## src/rtl/slp_pkg.sv

```systemverilog
package slp_pkg;
  localparam int COORD_W = 4;
  localparam int PORT_W  = 3;

  typedef enum logic [1:0] {
    TAG_IDLE = 2'b00,
    TAG_HEAD = 2'b01,
    TAG_BODY = 2'b10,
    TAG_TAIL = 2'b11
  } tag_t;

  localparam logic [PORT_W-1:0] PORT_LOCAL = 3'd0;
  localparam logic [PORT_W-1:0] PORT_EAST  = 3'd1;
  localparam logic [PORT_W-1:0] PORT_WEST  = 3'd2;
  localparam logic [PORT_W-1:0] PORT_NORTH = 3'd3;
  localparam logic [PORT_W-1:0] PORT_SOUTH = 3'd4;

  localparam logic [1:0] RIGHTS_NONE = 2'b00;

  // header field positions
  localparam int DY_LO = 0;
  localparam int DX_LO = 4;
  localparam int RT_LO = 16;
  localparam int HDR_W = 18;

  typedef enum logic [1:0] {S_IDLE, S_SEND, S_DRAIN} ctrl_st_t;

  function automatic logic rights_ok(input logic [1:0] rights,
                                     input logic [1:0] mode);
    return (rights != RIGHTS_NONE) && (rights == mode);
  endfunction

  function automatic logic [PORT_W-1:0] xy_route(
      input logic [COORD_W-1:0] here_x, input logic [COORD_W-1:0] here_y,
      input logic [COORD_W-1:0] dst_x,  input logic [COORD_W-1:0] dst_y);
    logic [PORT_W-1:0] p;
    if (dst_x > here_x)      p = PORT_EAST;
    else if (dst_x < here_x) p = PORT_WEST;
    else if (dst_y > here_y) p = PORT_NORTH;
    else if (dst_y < here_y) p = PORT_SOUTH;
    else                     p = PORT_LOCAL;
    return p;
  endfunction
endpackage

```

## src/rtl/slp_fifo.sv

```systemverilog
module slp_fifo #(
  parameter int WIDTH = 34,
  parameter int DEPTH = 4
) (
  input  logic             clk,
  input  logic             rst_n,
  input  logic             wr_valid,
  output logic             wr_ready,
  input  logic [WIDTH-1:0] wr_data,
  input  logic             rd_pop,
  output logic             rd_valid,
  output logic [WIDTH-1:0] rd_data
);
  localparam int PTR_W = (DEPTH > 1) ? $clog2(DEPTH) : 1;
  localparam int CNT_W = $clog2(DEPTH + 1);
  localparam logic [CNT_W-1:0] CNT_FULL = CNT_W'(DEPTH);
  localparam logic [PTR_W-1:0] PTR_LAST = PTR_W'(DEPTH - 1);

  logic [WIDTH-1:0] mem [DEPTH];
  logic [PTR_W-1:0] wr_ptr, rd_ptr;
  logic [CNT_W-1:0] count;
  logic             push, pop;

  assign wr_ready = (count != CNT_FULL);
  assign rd_valid = (count != '0);
  assign push     = wr_valid && wr_ready;
  assign pop      = rd_pop && rd_valid;
  assign rd_data  = mem[rd_ptr];

  always_ff @(posedge clk or negedge rst_n) begin
    if (!rst_n) begin
      wr_ptr <= '0;
      rd_ptr <= '0;
      count  <= '0;
    end else begin
      if (push) wr_ptr <= (wr_ptr == PTR_LAST) ? '0 : wr_ptr + 1'b1;
      if (pop)  rd_ptr <= (rd_ptr == PTR_LAST) ? '0 : rd_ptr + 1'b1;
      case ({push, pop})
        2'b10:   count <= count + 1'b1;
        2'b01:   count <= count - 1'b1;
        default: count <= count;
      endcase
    end
  end

  always_ff @(posedge clk) begin
    if (push) mem[wr_ptr] <= wr_data;
  end

  // occupancy moves by one per unbalanced transfer
  a_r8_count_up: assert property (@(posedge clk) disable iff (!rst_n)
    (push && !pop) |=> (count == $past(count) + 1'b1));
  a_r8_count_down: assert property (@(posedge clk) disable iff (!rst_n)
    (pop && !push) |=> (count == $past(count) - 1'b1));
endmodule

```

## src/rtl/slp_guard.sv

```systemverilog
module slp_guard
  import slp_pkg::*;
#(
  parameter logic [COORD_W-1:0] HERE_X = 4'd2,
  parameter logic [COORD_W-1:0] HERE_Y = 4'd2
) (
  input  logic [1:0]        rights,
  input  logic [COORD_W-1:0] dst_x,
  input  logic [COORD_W-1:0] dst_y,
  input  logic [1:0]        secure_mode,
  output logic              chk_ok,
  output logic [PORT_W-1:0] route_port
);
  assign chk_ok     = rights_ok(rights, secure_mode);
  assign route_port = xy_route(HERE_X, HERE_Y, dst_x, dst_y);

  // a route never names a port outside the five defined codes
  always_comb begin
    a_r6_port_range: assert (route_port <= PORT_SOUTH);
  end
endmodule

```

## src/rtl/slp_ctrl.sv

```systemverilog
module slp_ctrl
  import slp_pkg::*;
(
  input  logic              clk,
  input  logic              rst_n,
  input  logic              head_valid,
  input  logic [1:0]        head_tag,
  input  logic              chk_ok,
  input  logic [PORT_W-1:0] route_port,
  input  logic              out_grant,
  input  logic              out_ready,
  output logic              pop,
  output logic              out_req,
  output logic              out_valid,
  output logic [PORT_W-1:0] out_port,
  output logic              alert
);
  ctrl_st_t          st, nxt;
  logic [PORT_W-1:0] port_q;
  logic              is_head, is_tail, reject_now, grant_now;

  assign is_head    = (head_tag == TAG_HEAD);
  assign is_tail    = (head_tag == TAG_TAIL);
  assign reject_now = (st == S_IDLE) && head_valid && is_head && !chk_ok;
  assign grant_now  = (st == S_IDLE) && out_req && out_grant;

  always_comb begin
    nxt       = st;
    pop       = 1'b0;
    out_req   = 1'b0;
    out_valid = 1'b0;
    case (st)
      S_IDLE: begin
        if (head_valid) begin
          if (!is_head) begin
            pop = 1'b1;
          end else if (chk_ok) begin
            out_req = 1'b1;
            if (out_grant) nxt = S_SEND;
          end else begin
            pop = 1'b1;
            nxt = S_DRAIN;
          end
        end
      end
      S_SEND: begin
        out_valid = head_valid;
        pop       = head_valid && out_ready;
        if (pop && is_tail) nxt = S_IDLE;
      end
      S_DRAIN: begin
        pop = head_valid;
        if (head_valid && is_tail) nxt = S_IDLE;
      end
      default: nxt = S_IDLE;
    endcase
  end

  always_ff @(posedge clk or negedge rst_n) begin
    if (!rst_n) begin
      st     <= S_IDLE;
      port_q <= PORT_LOCAL;
      alert  <= 1'b0;
    end else begin
      st    <= nxt;
      alert <= reject_now;
      if (grant_now) port_q <= route_port;
    end
  end

  assign out_port = (st == S_SEND) ? port_q : route_port;

  // a rejected packet never reaches the output side
  a_r5_alert_blocks: assert property (@(posedge clk) disable iff (!rst_n)
    alert |-> (!out_req && !out_valid));
  // alert is a single-cycle pulse
  a_r5_alert_pulse: assert property (@(posedge clk) disable iff (!rst_n)
    alert |=> !alert);
  // direction held while the packet streams
  a_r10_port_held: assert property (@(posedge clk) disable iff (!rst_n)
    (st == S_SEND && nxt == S_SEND) |=> $stable(out_port));
endmodule

```

## src/rtl/secure_local_port.sv

```systemverilog
module secure_local_port
  import slp_pkg::*;
#(
  parameter int                 DATA_W = 32,
  parameter int                 DEPTH  = 4,
  parameter logic [COORD_W-1:0] HERE_X = 4'd2,
  parameter logic [COORD_W-1:0] HERE_Y = 4'd2
) (
  input  logic              clk,
  input  logic              rst_n,
  input  logic [1:0]        secure_mode,
  input  logic              in_valid,
  output logic              in_ready,
  input  logic [1:0]        in_tag,
  input  logic [DATA_W-1:0] in_data,
  output logic              out_req,
  output logic [2:0]        out_port,
  input  logic              out_grant,
  output logic              out_valid,
  input  logic              out_ready,
  output logic [1:0]        out_tag,
  output logic [DATA_W-1:0] out_data,
  output logic              alert
);
  localparam int ENTRY_W = DATA_W + 2;

  logic [ENTRY_W-1:0] head_entry;
  logic               head_valid, pop, chk_ok;
  logic [PORT_W-1:0]  route_port;
  logic [1:0]         head_tag;
  logic [DATA_W-1:0]  head_data;

  slp_fifo #(.WIDTH(ENTRY_W), .DEPTH(DEPTH)) u_buf (
    .clk      (clk),
    .rst_n    (rst_n),
    .wr_valid (in_valid),
    .wr_ready (in_ready),
    .wr_data  ({in_tag, in_data}),
    .rd_pop   (pop),
    .rd_valid (head_valid),
    .rd_data  (head_entry)
  );

  assign head_tag  = head_entry[ENTRY_W-1 -: 2];
  assign head_data = head_entry[DATA_W-1:0];

  slp_guard #(.HERE_X(HERE_X), .HERE_Y(HERE_Y)) u_guard (
    .rights      (head_data[RT_LO +: 2]),
    .dst_x       (head_data[DX_LO +: COORD_W]),
    .dst_y       (head_data[DY_LO +: COORD_W]),
    .secure_mode (secure_mode),
    .chk_ok      (chk_ok),
    .route_port  (route_port)
  );

  slp_ctrl u_ctrl (
    .clk        (clk),
    .rst_n      (rst_n),
    .head_valid (head_valid),
    .head_tag   (head_tag),
    .chk_ok     (chk_ok),
    .route_port (route_port),
    .out_grant  (out_grant),
    .out_ready  (out_ready),
    .pop        (pop),
    .out_req    (out_req),
    .out_valid  (out_valid),
    .out_port   (out_port),
    .alert      (alert)
  );

  assign out_tag  = head_tag;
  assign out_data = head_data;

  // a request is only made for a head that passed the rights check
  a_r4_req_needs_pass: assert property (@(posedge clk) disable iff (!rst_n)
    out_req |-> (chk_ok && head_tag == TAG_HEAD));
  // offered flit holds under output backpressure
  a_r9_hold: assert property (@(posedge clk) disable iff (!rst_n)
    (out_valid && !out_ready) |=> (out_valid && $stable(out_tag) && $stable(out_data)));
  // a request never accompanies a discard
  a_r2_no_req_on_pop: assert property (@(posedge clk) disable iff (!rst_n)
    out_req |-> !pop);
endmodule

```

## config.mk

```make
export PLATFORM = sky130hd
export DESIGN_NAME = secure_local_port
export DESIGN_NICKNAME = d
export VERILOG_FILES = /design/src/rtl/slp_pkg.sv /design/src/rtl/slp_fifo.sv /design/src/rtl/slp_guard.sv /design/src/rtl/slp_ctrl.sv /design/src/rtl/secure_local_port.sv
export SDC_FILE = /design/constraint.sdc
export NUM_CORES = 1
export LEC_CHECK = 0
export ABC_AREA = 1
export BUFFER_PORTS_ARGS = -buffer_cell sky130_fd_sc_hd__buf_4
export CORE_MARGIN = 1
export CORE_UTILIZATION = 30
export DETAILED_ROUTE_END_ITERATION = 7
export GPL_ROUTABILITY_DRIVEN = 0
export SLEW_MARGIN = 20
export SYNTH_ARGS = -nofsm -noshare
export SYNTH_HDL_FRONTEND = slang
export SYNTH_HIERARCHICAL = 1
export SYNTH_SLANG_ARGS = --single-unit
```

## constraint.sdc

```tcl
create_clock -name clk -period 4.1 [get_ports clk]
set_input_delay 0.615 -clock clk [delete_from_list [all_inputs] [get_ports clk]]
set_output_delay 0.615 -clock clk [all_outputs]
set_load 0.02 [all_outputs]
```

==> results of run 1 <==
==> power by group through the flow <==
stage               Clock (uW)  Combinational (uW)  Sequential, uW
CTS                       1520                2460            2190
detailed placement           0                2460            2220
global route              1580                2710            2230
floorplan                    0                1670            2120
finish                    1480                2430            2190
global placement             0                2410            2210
==> kinds of logic (layout without fill, tap and decap cells) <==
logic type | count (synthesis) | after routing | share of synthesized area, %
adders and majority gates | 7 | 7 | 1.50
xor gates and xnor gates | 2 | 2 | 0.277
AOI/OAI and AO/OA | 79 | 79 | 9.17
and+or+nand+nor | 178 | 178 | 11.5
DFF | 149 | 149 | 69.8
buffers and inverters | 120 | 219 | 7.78
==> per-layer routing <==
layer / part of all wire (%) / up-vias / routed length, um / track usage (%)
li1: - / 1983 / - / -
met1: 46 / 1839 / 5720 / 15.5
met2: 47 / 75 / 5870 / 19.7
met3: 5.2 / 17 / 648 / 3.85
met4: 1.6 / 0 / 195 / 5.10
met5: 0 / - / 0 / 0
==> state kept, by name (all words and copies together) (netlist names) <==
name and count:
u_buf/count 3, u_buf/mem 136, u_buf/rd_ptr 2, u_buf/wr_ptr 2, u_ctrl/alert 1, u_ctrl/port_q 3, u_ctrl/st 2
==> cell type report <==
cell class	instances	area, sq um	share of cell area (%)
clock buffer	20	437	5.56
inverter	98	368	4.69
sequential	149	4410	56.2
timing repair buffer	89	713	9.09
tap	270	338	4.30
clock inverter	12	130	1.66
multi-input combinational	266	1450	18.5
==> synthesized netlist by cell type (all sizes together) <==
cell type,number
nand4,1
clkbuf,1
nand2,144
dfrtp,13
edfxtp,136
xor2,1
nor2b,1
a21oi,1
ha,6
fa,1
o211ai,69
inv,98
buf,21
o21ai,9
nand3,13
nor2,19
xnor2,1
==> worst paths after layout <==
path                                                 to  slack, ns
setup / recovery                            out_port[2]       0.73
hold / removal             u_ctrl/port_q[0]$_DFFE_PN0P_       0.04
setup reg to reg             u_buf/count[1]$_DFFE_PN0P_       0.97
hold reg to reg              u_buf/count[0]$_DFFE_PN0P_       0.47
max in group asynchronous   u_buf/rd_ptr[0]$_DFFE_PN0P_       3.86
min in group clk             u_buf/mem[2][28]$_DFFE_PP_       0.39
==> metrics by stage <==
step / std cells / area, sq um / util (%)
after CTS: 903 / 7820 / 38.3
after global routing: 904 / 7850 / 38.4
after detailed placement: 871 / 7250 / 35.5
after global placement: 869 / 7210 / 35.3
final: 904 / 7850 / 38.4
after floorplan: 535 / 6320 / -
==> out/metrics.yaml, run 1 <==
run_status: "finished clean"
power.static_leakage_uw: 0.00322
timing_hold_violations_final: 0
synth.yosys.warnings: 6
synthDominantCellAreaShare_pct: 64.6
power.share.sequential_pct: 35.9
p_sw_share_pct: 37.9
power.total_uw: 6090
hold_path_class: "in2async"
post-synth-top-area-cell: "sky130_fd_sc_hd__edfxtp_1"
drtIter0Drc: 199
synth_sequential_area_ratio_pct: 69.8
grtUsageTotal_pct: 12.3
final.period_utilization_pct: 82.2
postCtsSetupBuffers: 0
placeable_core_area_sq_um: 20400
drc: 0
cts_tree: "done"
flow.area_growth_from_synthesis_pct: 24.2
fillerInstances: 1971
internal_power_uw: 3780
power_density_nw_per_um2: 776
fin_ws_ns: 0.728
syn_avg_cell_area_sq_um: 11.8
share_of_power_burned_in_combinational_logic_pct: 39.8
initial_core_util_pct: 30.9
path_cells: "buf_4 -> nand2_1 -> o211ai_1 -> nand2_1 -> nor2_1 -> nand2_1 -> nor2b_2 -> inv_1 -> o21ai_0 -> buf_4"
layout_cell_share_with_drive_strength_beyond_1_pct: 21.8
cts-resized-gates: 0
ctsHtreeMaxLevel: 4
cp.depth: 10
commonest_cells_after_routing_fill_and_taps_aside: "sky130_fd_sc_hd__nand2_1, sky130_fd_sc_hd__edfxtp_1, sky130_fd_sc_hd__inv_1"
portBuffers: 81
num_rows: 52
worst_ir_drop_vdd_mv: 0.319
grt_overflow: 0
clk_pwr_share_pct: 24.3
die_span_x_um: 147
cts.sink_count: 149
fin_tns_setup_ns: 0
synth.top_cells.by_area: "sky130_fd_sc_hd__edfxtp_1, sky130_fd_sc_hd__nand2_1, sky130_fd_sc_hd__o211ai_1, sky130_fd_sc_hd__inv_1, sky130_fd_sc_hd__dfrtp_1"
skew_ns: 0.0104
timing.critical_path.from_type: "flop"
clkSlewWorstSetupHoldPaths_ns: 0.06
postRouteAntennaNets: 0
cp-end-kind: "output port"
timing.max_cap.violations: 0
place_ws_ns: 0.931
dp.final_hpwl_mm: 8.16
antenna_cells_inserted: 0
setup.worst_path.class: "reg2out"
clock_path_buffers: 2
wire_length_of_the_first_global_routing_pass_mm: 19.8
dieHeight_um: 147
net-switching-power_uw: 2310
worst_pin_slew_ns: 0.696
design.final.nets: 669
cp_data_arrival_time_ns: 2.76
synth_area_sq_um: 6320
final_common_cell: "sky130_fd_sc_hd__nand2_1"
slew_violations: 0
max_slew_margin_pct: 53.6
ys_ff_latch: 149
routedWlPerCell_um: 13.8
grt_setup_unrepaired: "false"
unique_cell_type_count_in_the_yosys_netlist: 25
via_count_of_the_first_global_routing_pass: 3686
setup-violations-final: 0
max_freq_ghz: 0.297
path_common_cell: "sky130_fd_sc_hd__nand2_1"
timing.critical_path.slowest_stage_cell: "sky130_fd_sc_hd__dfrtp_4"
post_drt_via_cell_ratio: 4.33
synth.net_count: 583
cts-buffers-inserted: 17
detailroute.via_count: 3914
die_area_sq_um: 21700
regToRegStartpoint: "u_buf/rd_ptr[0]$_DFFE_PN0P_"
timing.critical_path.from: "u_buf/rd_ptr[0]$_DFFE_PN0P_"
path_delay_family: "flip-flops"
drt_pre_antenna_iters: 4
critical_path_peak_fanout: 74
cts_root_buffer: "sky130_fd_sc_hd__clkbuf_16"
cp_num_buf_inv: 3
synthCells: 535
timing.reg2reg.worst_path_depth: 14
io_pins: 82
finalHoldWorstSlack_ns: 0.0411
slowest_delay_ns: 0.88
critical_path_required_ns: 3.48
layout_min_cycle_time_ns: 3.37
ctsHoldBuffers: 0
insertion_delay_ns: 0.42
initial_antenna_violation_count: 0
routed_wirelength_mm: 12.4
grt_start_max_net_pins: 75
Power figures use the tool's default switching activity.
==> inputs of run 2 (changes only) <==
==> constraint.sdc (replaced) <==
create_clock -name clk -period 3.1 [get_ports clk]
set_input_delay 0.465 -clock clk [delete_from_list [all_inputs] [get_ports clk]]
set_output_delay 0.465 -clock clk [all_outputs]
set_load 0.02 [all_outputs]
==> run 2 against run 1 <==
Total power rose by 32%. Critical endpoint unchanged. Critical path type unchanged. Critical path depth rose by 1. Clock-buffer cell count fell by 1. Clock skew fell by 0.0024 ns. Register-to-register slack got worse by 0.67 ns.
==> out/metrics.yaml, run 2 (synthesis results as in run 1) <==
run_status: "finished clean"
cts_root_buffer: "sky130_fd_sc_hd__clkbuf_16"
finalHoldWorstSlack_ns: 0.241
final_util_pct: 38.6
placeable_core_area_sq_um: 20400
postCtsSetupBuffers: 0
timing.critical_path.from_type: "flop"
setup.worst_path.class: "reg2out"
min_from: "in_data[28]"
detailroute.via_count: 3945
grt_start_max_net_pins: 69
setup-violations-final: 0
commonest_cells_after_routing_fill_and_taps_aside: "sky130_fd_sc_hd__nand2_1, sky130_fd_sc_hd__edfxtp_1, sky130_fd_sc_hd__inv_1"
portBuffers: 81
hold_path_class: "in2reg"
cts-buffers-inserted: 17
routedWlPerCell_um: 14.3
drc: 0
timing_hold_violations_final: 0
largest_register_ffs: 136
sequential_cell_area_sq_um: 4410
die_span_x_um: 147
design.final.nets: 674
final_cell_count_no_fill: 909
dp.final_hpwl_mm: 8.61
wire_length_of_the_first_global_routing_pass_mm: 20.6
max_slew_margin_pct: 56.8
final_common_cell: "sky130_fd_sc_hd__nand2_1"
cp-end-kind: "output port"
grtUsageTotal_pct: 12.8
die_area_sq_um: 21700
insertion_delay_ns: 0.42
layout_min_cycle_time_ns: 2.88
routed_wirelength_mm: 13.0
power_density_nw_per_um2: 1020
dpl.cell_count: 876
via_count_of_the_first_global_routing_pass: 3767
cts_tree: "done"
multi_input_logic_area_sq_um: 1450
cp_data_arrival_time_ns: 2.41
clock_path_buffers: 2
flow.area_growth_from_synthesis_pct: 24.7
clkSlewWorstSetupHoldPaths_ns: 0.06
final.period_utilization_pct: 92.8
timing.critical_path.from: "u_buf/rd_ptr[1]$_DFFE_PN0P_"
postRouteAntennaNets: 0
stdcell_area_sq_um: 7880
critical_path_peak_fanout: 23
fin_tns_setup_ns: 0
max_freq_ghz: 0.348
dieHeight_um: 147
grt_setup_unrepaired: "true"
initial_core_util_pct: 30.9
cts.sink_count: 149
timing.max_cap.violations: 0
drtIter0Drc: 233
skew_ns: 0.00803
place_area_sq_um: 7320
post_drt_via_cell_ratio: 4.34
drt_pre_antenna_iters: 4
regToRegStartpoint: "u_buf/rd_ptr[1]$_DFFE_PN0P_"
largest-register: "u_buf/mem"
critical_path_required_ns: 2.63
io_pins: 82
grt_overflow: 0
fillerInstances: 1979
worst_ir_drop_vdd_mv: 0.440
antenna_cells_inserted: 0
power.static_leakage_uw: 0.00322
initial_antenna_violation_count: 1
largestRegisters: "u_buf/mem (136), u_buf/count (3), u_ctrl/port_q (3)"
slew_violations: 0
worst_pin_slew_ns: 0.646
ctsHtreeMaxLevel: 4
num_rows: 52
layout_cell_share_with_drive_strength_beyond_1_pct: 22.1
[run 2: cell count changes in the layout (fill, tap and decap cells not counted)]
cell                            delta
sky130_fd_sc_hd__buf_12            +2
sky130_fd_sc_hd__buf_16            -1
sky130_fd_sc_hd__buf_4             +1
sky130_fd_sc_hd__buf_6             +1
sky130_fd_sc_hd__buf_8             +1
sky130_fd_sc_hd__bufinv_16         -1
sky130_fd_sc_hd__clkbuf_1          -1
sky130_fd_sc_hd__clkinv_1          +2
sky130_fd_sc_hd__clkinv_2          -1
sky130_fd_sc_hd__clkinv_4          -1
sky130_fd_sc_hd__clkinvlp_4        +3
sky130_fd_sc_hd__dlygate4sd3_1     +1
sky130_fd_sc_hd__inv_6             -2
sky130_fd_sc_hd__inv_8             +1
[run 2: layout make-up]
type	instances	share of cell area, %
Sequential cell	149	56.0
Multi-Input combinational cell	266	18.4
Timing Repair Buffer	94	9.76
Clock buffer	19	5.49
Inverter	98	4.67
Tap cell	270	4.29
Clock inverter	13	1.40
[run 2: final timing paths]
path,slack (ns),cells after the start,end
min in group asynchronous,0.45,2,u_ctrl/port_q[0]$_DFFE_PN0P_
min reg2reg,0.48,1,u_buf/count[0]$_DFFE_PN0P_
min,0.24,1,u_buf/mem[3][28]$_DFFE_PP_
max,0.22,11,out_port[2]
max in group asynchronous,2.46,2,u_buf/rd_ptr[0]$_DFFE_PN0P_
max reg2reg,0.30,16,u_buf/count[1]$_DFFE_PN0P_
[run 2: what timing repair did]
action                                 in CTS  in global routing
setup endpoints to repair                   0                  3
gates resized for setup                     0                  4
endpoints found under the hold margin      13                  0
hold buffers                                1                  0
[run 2: where the power goes]
group          internal (uW)  leakage [uW]  switching, uW
clock network           1100      0.000252            777
registers               2660       0.00141            153
logic                   1200       0.00156           2150
total                   4950       0.00322           3090
[run 2: routing by layer]
| metal | share of wire [%] | vias up | GRT usage [%] |
|---|---|---|---|
| li1 | - | 1995 | - |
| met4 | 1.4 | 2 | 5.05 |
| met2 | 46 | 100 | 19.5 |
| met5 | 0.11 | - | 0 |
| met1 | 47 | 1833 | 16.7 |
| met3 | 5.9 | 15 | 4.47 |
[run 2: through the flow]
| step | setup slack (ns) | total power (uW) |
|---|---|---|
| after floorplan | 0.332 | 5010 |
| after global placement | 0.406 | 6210 |
| after detailed placement | 0.307 | 6250 |
| after CTS | 0.0172 | 8150 |
| after global routing | -0.00451 | 8590 |
| final | 0.224 | 8040 |
[run 2: worst max-delay path, stage by stage (launching register included)]
cell and delay, ns:
sky130_fd_sc_hd__dfrtp_2 0.49, sky130_fd_sc_hd__inv_2 0.24, sky130_fd_sc_hd__buf_6 0.29, sky130_fd_sc_hd__o211ai_1 0.13, sky130_fd_sc_hd__nand2_1 0.14, sky130_fd_sc_hd__inv_2 0.05
sky130_fd_sc_hd__nor2_1 0.07, sky130_fd_sc_hd__nand2_1 0.06, sky130_fd_sc_hd__nor2b_2 0.10, sky130_fd_sc_hd__inv_1 0.06, sky130_fd_sc_hd__o21ai_0 0.18, sky130_fd_sc_hd__buf_4 0.17
